### src/rtl/uart_stat_irq.sv
module uart_stat_irq (
  input  logic       clk,
  input  logic       rst_n,
  input  logic       cts_n,
  input  logic       dsr_n,
  input  logic       gie,
  input  logic       mie,
  input  logic       wr_thb,
  input  logic       tx_hold_taken,
  input  logic       tx_stop_t11,
  input  logic       rx_stop_t11,
  input  logic [2:0] rx_err,
  input  logic       rd_stat,
  input  logic       rd_rxb,
  output logic [7:0] status,
  output logic       irq
);

  logic [2:0] cts_s, dsr_s;
  logic dr, the, tc, ms, brk, pe, fe, oe;
  logic ms_chg, oe_evt, tc_evt, err_evt, irq_set;

  assign ms_chg  = (cts_s[2] ^ cts_s[1]) | (dsr_s[2] ^ dsr_s[1]);
  assign oe_evt  = rx_stop_t11 & dr & ~rd_rxb;
  assign tc_evt  = tx_stop_t11 & the;
  assign err_evt = rx_stop_t11 & ((|rx_err) | oe_evt);
  assign irq_set = gie & (tc_evt | err_evt | (mie & ms_chg));
  assign status  = {dr, the, tc, ms, brk, pe, fe, oe};

  always_ff @(posedge clk or negedge rst_n) begin
    if (!rst_n) begin
      cts_s <= 3'b111;
      dsr_s <= 3'b111;
    end else begin
      cts_s <= {cts_s[1:0], cts_n};
      dsr_s <= {dsr_s[1:0], dsr_n};
    end
  end

  always_ff @(posedge clk or negedge rst_n) begin
    if (!rst_n) begin
      dr  <= 1'b0;
      the <= 1'b1;
      tc  <= 1'b1;
      ms  <= 1'b0;
      brk <= 1'b0;
      pe  <= 1'b0;
      fe  <= 1'b0;
      oe  <= 1'b0;
      irq <= 1'b0;
    end else begin
      dr  <= rx_stop_t11 | (dr & ~rd_rxb);
      the <= tx_hold_taken | (the & ~wr_thb);
      tc  <= tc_evt | (tc & ~wr_thb);
      ms  <= ms_chg | (ms & ~rd_stat);
      brk <= (rx_stop_t11 & rx_err[2]) | (brk & ~rd_stat);
      pe  <= (rx_stop_t11 & rx_err[1]) | (pe & ~rd_stat);
      fe  <= (rx_stop_t11 & rx_err[0]) | (fe & ~rd_stat);
      oe  <= oe_evt | (oe & ~rd_stat);
      irq <= irq_set | (irq & ~(rd_stat | rd_rxb));
    end
  end

endmodule


### config.mk
export PLATFORM = sky130hd
export DESIGN_NAME = uart_stat_irq
export DESIGN_NICKNAME = d
export VERILOG_FILES = /design/src/rtl/uart_stat_irq.sv
export SDC_FILE = /design/constraint.sdc
export NUM_CORES = 1
export LEC_CHECK = 0
export BUFFER_PORTS_ARGS = -buffer_cell sky130_fd_sc_hd__buf_2
export CAP_MARGIN = 0
export CORE_MARGIN = 5
export CORE_UTILIZATION = 44
export CTS_CLUSTER_SIZE = 24
export DETAILED_ROUTE_END_ITERATION = 8
export PLACE_DENSITY = 0.74
export SYNTH_ARGS = -nofsm -noshare
export SYNTH_HDL_FRONTEND = slang
export SYNTH_SLANG_ARGS = --single-unit
### constraint.sdc
create_clock -name clk -period 1.5 [get_ports clk]
set_clock_uncertainty 0.05 [all_clocks]
set_input_delay 0.3 -clock clk [delete_from_list [all_inputs] [get_ports clk]]
set_output_delay 0.3 -clock clk [all_outputs]
set_load 0.02 [all_outputs]
==> results of run 1 <==
-- sequential cells by signal, indices dropped and copies added, names as in the netlist --
register / cells
the: 1
dsr_s: 3
ms: 1
oe: 1
fe: 1
pe: 1
tc: 1
dr: 1
irq: 1
cts_s: 3
brk: 1
-- power by group --
part,switching (uW),internal [uW],leakage [uW],total [uW]
Clock,120,103,0.0000150,223
Combinational,69.0,46.4,0.000182,115
Sequential,13.4,443,0.000166,457
Total,202,593,0.000363,795
-- cells in the mapped netlist --
master	number
buf_4	8
dfstp_2	8
dfrtp_1	7
inv_1	7
o21ai_0	7
nand2_1	5
nor2_1	2
xor2_1	2
a21o_1	1
a22o_1	1
nand3_1	1
nor2b_1	1
o41ai_2	1
or2_2	1
-- logic make-up (layout without fill, tap and decap cells) --
group	count (synthesis)	count (layout)	share of synthesized area [%]
xor gates and xnor gates	2	2	2.92
and+or+nand+nor	10	10	7.29
AOI/OAI and AO/OA	10	10	11.3
buffers and inverters	15	35	14.4
DFF	15	15	64.2
-- layout make-up --
cell class	instances	area share [%]
Sequential cell	15	54.2
Multi-Input combinational cell	22	18.1
Timing Repair Buffer	24	17.6
Clock buffer	4	3.70
Inverter	7	3.70
Tap cell	15	2.64
-- per-layer routing --
metal  up-vias  wire [um]
li1        195          -
met1       168        415
met2        13        433
met3         4         72
met4         0         31
met5         -          0
-- timing repair --
action / 4_1_cts / 5_1_grt
resized for setup: 0 / 0
endpoints found under the hold margin: 7 / 0
hold buffers: 1 / 0
-- path summary, 6_finish.rpt --
| check | endpoint | slack [ps] | cells past startpoint |
|---|---|---|---|
| worst min-delay path | cts_s[0]$_DFF_PN1_ | 60 | 1 |
| worst max register to register | irq$_DFF_PN0_ | 210 | 4 |
| worst min register to register | dsr_s[1]$_DFF_PN1_ | 310 | 0 |
| max in group asynchronous | the$_DFF_PN1_ | 720 | 2 |
| worst max-delay path | status[6] | 180 | 1 |
| min in group asynchronous | oe$_DFF_PN0_ | 390 | 2 |
-- metrics by stage --
| stage | total power (uW) | hold WS (ps) | utilization (%) |
|---|---|---|---|
| final | 795 | 63.3 | 54.6 |
| after global routing | 846 | 50.9 | 54.6 |
| after CTS | 807 | 53.9 | 54.6 |
| after detailed placement | 579 | 160 | 51.8 |
| after global placement | 578 | 161 | 51.8 |
| after floorplan | 547 | -45.6 | - |
==> qor.csv, run 1 <==
stage,metric,value,unit
run_status,outcome,"complete, no violations",
sta,final period utilization,88.3,%
synthesis,"flops & latches, synth",15,
final_layout,post-route insts no fill,87,
sta,RSZ-0062 raised after global routing,false,
route,final wirelength,953,um
clock_network,CTS tree,built,
sta,final setup fails,0,
worst_setup_path,Critical path origin,the$_DFF_PN1_,
place,DP Area,674,um^2
route,drt first-iter violations,2,
worst_setup_path,worst path buffer plus inverter count,1,
worst_setup_path,Critical Path RT,1150,ps
global_route,M1 GR Usage,15.3,%
worst_setup_path,"slowest stage delay, CP",540,ps
final_layout,antenna fix cells,0,
synthesis,"area leader, netlist",dfstp_2,
synthesis,Gate Count Post-Synth,52,
worst_setup_path,"delay-heaviest family, CP",flip-flops,
global_route,initial antenna violation count,0,
worst_setup_path,CP startpoint kind,register,
clock_network,Post CTS Setup Buffer Count,0,
route,DRC errors left,0,
final_layout,multi-input combinational cell area,129,um^2
sta,Worst Tran Pin Value,312,ps
global_route,grt met2 use,15.7,%
final_layout,most frequent cells in the layout,"buf_2, dfstp_2, inv_1, o21ai_0, dfrtp_1",
floorplan,die area,0.00220,mm^2
floorplan,Core Footprint,0.00130,mm^2
clock_network,CTS buffer count,3,
global_route,GRT Util Overall,11.7,%
floorplan,width of the die,46.9,um
synthesis,syn avg cell area,11.5,um^2
synthesis,synthesized net count,67,
sta,min cycle time layout,1320,ps
sta,Relative slew margins,79.2,%
synthesis,Synth Cell Area,601,um^2
floorplan,num rows,13,
route,Vias per Instance,4.37,
worst_setup_path,CP endpoint kind,output pin,
route,drt pass-1 iters,2,
synthesis,Ys Warns,0,
final_layout,number of fill cells in the layout,128,
flow_run,max cap viols,0,
hold_path,worst hold path type,input pin to register,
final_layout,post-route cell area,711,um^2
synthesis,"Seq/Total Area, Yosys",64.2,%
clock_network,CTS root buffer,clkbuf_4,
worst_setup_path,Reg-to-Reg Start,dsr_s[1]$_DFF_PN1_,
clock_network,clk buf depth,2,
floorplan,Die Height,46.9,um
power_and_ir_drop,leakage,0.000363,uW
global_route,vias in the first global route,380,
place,input/output buffers,23,
route,Final ANT Viol Nets,0,
worst_setup_path,Crit-path slowest cell,dfstp_2,
final_layout,Layout area overhead,18.3,%
clock_network,clock-pin slew on the worst setup and hold paths,80,ps
power_and_ir_drop,Power Dens Cells,1120,mW/mm^2
sta,final hold violations,0,
route,via count,380,
worst_setup_path,worst setup path class,register to output pin,
synthesis,Yosys cell types,14,
floorplan,Top Ports,24,
place,worst slack at placement,207,ps
sta,Final WS setup,176,ps
synthesis,share of the synthesized area in the top cell type,35.0,%
clock_network,total number of H-tree levels,1,
power_and_ir_drop,Worst VDD drop,0.000499,V
sta,"Slew Viols, Final",0,
global_route,busiest grt layer,met2,
clock_network,clk_lat worst skew,280,ps
worst_setup_path,critical path cell sequence,buf_2,
final_layout,Reg area,385,um^2
clock_network,CTS sink cnt,15,
worst_setup_path,"critical path fanouts, max",3,
final_layout,layout cells sized above 1,50.0,%
route,Wirelength per Cell,11.0,um
final_layout,"most common cell after layout, fill and taps aside",buf_2,
sta,top achievable clock speed,755,MHz
worst_setup_path,Critical Path AT,970,ps
global_route,grt ovf,0,
floorplan,Initial Utilization,46.2,%
place,gp weighted congestion,0.682,
sta,TNS Setup,0,ps
global_route,met3 Use GR,4.60,%
global_route,first-pass GRT wire length,1.68,mm
final_layout,nets,88,
place,Cells after DPL,82,
synthesis,Area contributors post-synth,"dfstp_2, dfrtp_1, buf_4, o21ai_0, inv_1",
global_route,largest net degree at the start of global routing,16,
hold_path,hold path startpoint,cts_n,
(Power assumes the default switching activity.)
==> inputs of run 2 (changes only) <==
MAX_ROUTING_LAYER = met4   (was default)
==> run 2 against run 1 <==
  * Count of clock-buffer cells in the layout unchanged
  * Register-to-register slack is essentially flat
  * Via count is 0.53% higher
  * Sequential power barely moved
  * Core utilization did not move
  * Combinational power about the same
==> qor.csv, run 2 (synthesis gave the netlist of run 1 again) <==
stage,metric,value,unit,change
worst_setup_path,CP startpoint kind,register,,
flow_run,max cap viols,0,,unchanged
global_route,GRT Util Overall,12.1,%,+0.38 points
power_and_ir_drop,Worst VDD drop,0.000497,V,-0.35%
worst_setup_path,"delay-heaviest family, CP",flip-flops,,
final_layout,post-route cell area,711,um^2,unchanged
floorplan,num rows,13,,unchanged
worst_setup_path,reg2reg setup slack,210,ps,about the same
sta,min cycle time layout,1320,ps,-0.995 ps
worst_setup_path,r2r worst-path depth,4,,unchanged
route,Final ANT Viol Nets,0,,unchanged
floorplan,Die Height,46.9,um,unchanged
route,Wirelength per Cell,10.9,um,-0.21%
sta,TNS Setup,0,ps,unchanged
place,DP Area,674,um^2,unchanged
floorplan,Initial Utilization,46.2,%,unchanged
place,input/output buffers,23,,unchanged
floorplan,die area,0.00220,mm^2,unchanged
clock_network,clk_lat worst skew,270,ps,about the same
floorplan,Top Ports,24,,unchanged
sta,Relative slew margins,79.1,%,-0.13 points
route,Vias per Instance,4.39,,+0.53%
route,DRC errors left,0,,unchanged
clock_network,Post CTS Setup Buffer Count,0,,unchanged
run_status,outcome,"complete, no violations",,
sta,top achievable clock speed,756,MHz,about the same
clock_network,clk buf depth,2,,unchanged
global_route,grt ovf,0,,unchanged
clock_network,total number of H-tree levels,1,,unchanged
worst_setup_path,worst setup path class,register to output pin,,
power_and_ir_drop,Power Dens Cells,1120,mW/mm^2,about the same
final_layout,"most common cell after layout, fill and taps aside",buf_2,,
clock_network,CTS buffer count,3,,unchanged
sta,final setup fails,0,,unchanged
final_layout,Largest regs,"cts_s: 3 flops, dsr_s: 3 flops",,
clock_network,clock-pin slew on the worst setup and hold paths,80,ps,about the same
global_route,vias in the first global route,381,,+0.26%
worst_setup_path,"critical path fanouts, max",3,,unchanged
route,final wirelength,951,um,-0.21%
worst_setup_path,"slowest stage delay, CP",540,ps,about the same
floorplan,width of the die,46.9,um,unchanged
worst_setup_path,Crit-path slowest cell,dfstp_2,,
final_layout,"Core Util, Final",54.6,%,unchanged
route,drt first-iter violations,2,,unchanged
sta,final period utilization,88.2,%,about the same
clock_network,CTS sink cnt,15,,unchanged
worst_setup_path,WP depth,1,,unchanged
worst_setup_path,critical path cell sequence,buf_2,,
global_route,initial antenna violation count,0,,unchanged
sta,"Slew Viols, Final",0,,unchanged
final_layout,layout cells sized above 1,50.0,%,unchanged
hold_path,worst hold path type,input pin to register,,
clock_network,CTS-repair resized insts,0,,unchanged
sta,Fin Hold WS,64.1,ps,+0.864 ps
worst_setup_path,CP endpoint kind,output pin,,
clock_network,CTS root buffer,clkbuf_4,,
place,gp weighted congestion,0.689,,+1.0%
global_route,first-pass GRT wire length,1.70,mm,+0.83%
final_layout,most frequent cells in the layout,"buf_2, dfstp_2, inv_1, o21ai_0, dfrtp_1",,
route,via count,382,,+0.53%
sta,final hold violations,0,,unchanged
global_route,largest net degree at the start of global routing,16,,unchanged
worst_setup_path,Critical Path AT,970,ps,about the same
route,drt pass-1 iters,2,,unchanged
final_layout,nets,88,,unchanged
final_layout,antenna fix cells,0,,unchanged
worst_setup_path,worst path buffer plus inverter count,1,,unchanged
hold_path,hold-critical path depth,1,,unchanged
sta,Worst Tran Pin Value,314,ps,+1.96 ps
final_layout,Layout area overhead,18.3,%,unchanged
clock_network,hold buffers post-CTS,1,,unchanged
sta,RSZ-0062 raised after global routing,false,,
power_and_ir_drop,leakage,0.000363,uW,unchanged
floorplan,Core Footprint,0.00130,mm^2,unchanged
clock_network,CTS tree,built,,
worst_setup_path,Critical Path RT,1150,ps,about the same
[run 2: cell counts in the layout (fill, tap and decap cells not counted)]
No cell type changed its count.
[run 2: final cells by class]
cell class                 instances  area, um^2
multi-input combinational         22         129
fill                             128         591
inverter                           7        26.3
sequential                        15         385
tap                               15        18.8
clock buffer                       4        26.3
timing repair buffer              24         125
[run 2: per-layer routing]
metal  wire length, um  global-route usage (%)  part of all wire [%]  up-vias
met5                 0                       -                     0        -
met4                31                    8.29                   3.3        0
met3                75                    4.60                   7.9        4
met2               427                    15.7                    45       13
met1               417                    15.3                    44      170
li1                  -                       -                     -      195
[run 2: path summary, 6_finish.rpt]
| kind | from | to |
|---|---|---|
| setup / recovery | the$_DFF_PN1_ | status[6] |
| hold / removal | cts_n | cts_s[0]$_DFF_PN1_ |
| setup reg to reg | dsr_s[1]$_DFF_PN1_ | irq$_DFF_PN0_ |
| hold reg to reg | dsr_s[0]$_DFF_PN1_ | dsr_s[1]$_DFF_PN1_ |
| max in group asynchronous | rst_n | the$_DFF_PN1_ |
| min in group asynchronous | rst_n | oe$_DFF_PN0_ |
[run 2: stage by stage]
stage,total power (uW),std cells,setup slack (ps)
after floorplan,547,52,297
after global placement,578,82,248
after detailed placement,579,82,207
after CTS,807,87,163
after global routing,846,87,127
final,794,87,177
[run 2: where the power goes]
| part | internal, uW | switching, uW | total, uW | leakage, uW |
|---|---|---|---|---|
| Combinational | 46.4 | 69.0 | 115 | 0.000182 |
| Sequential | 443 | 13.4 | 457 | 0.000166 |
| Clock | 103 | 119 | 222 | 0.0000150 |
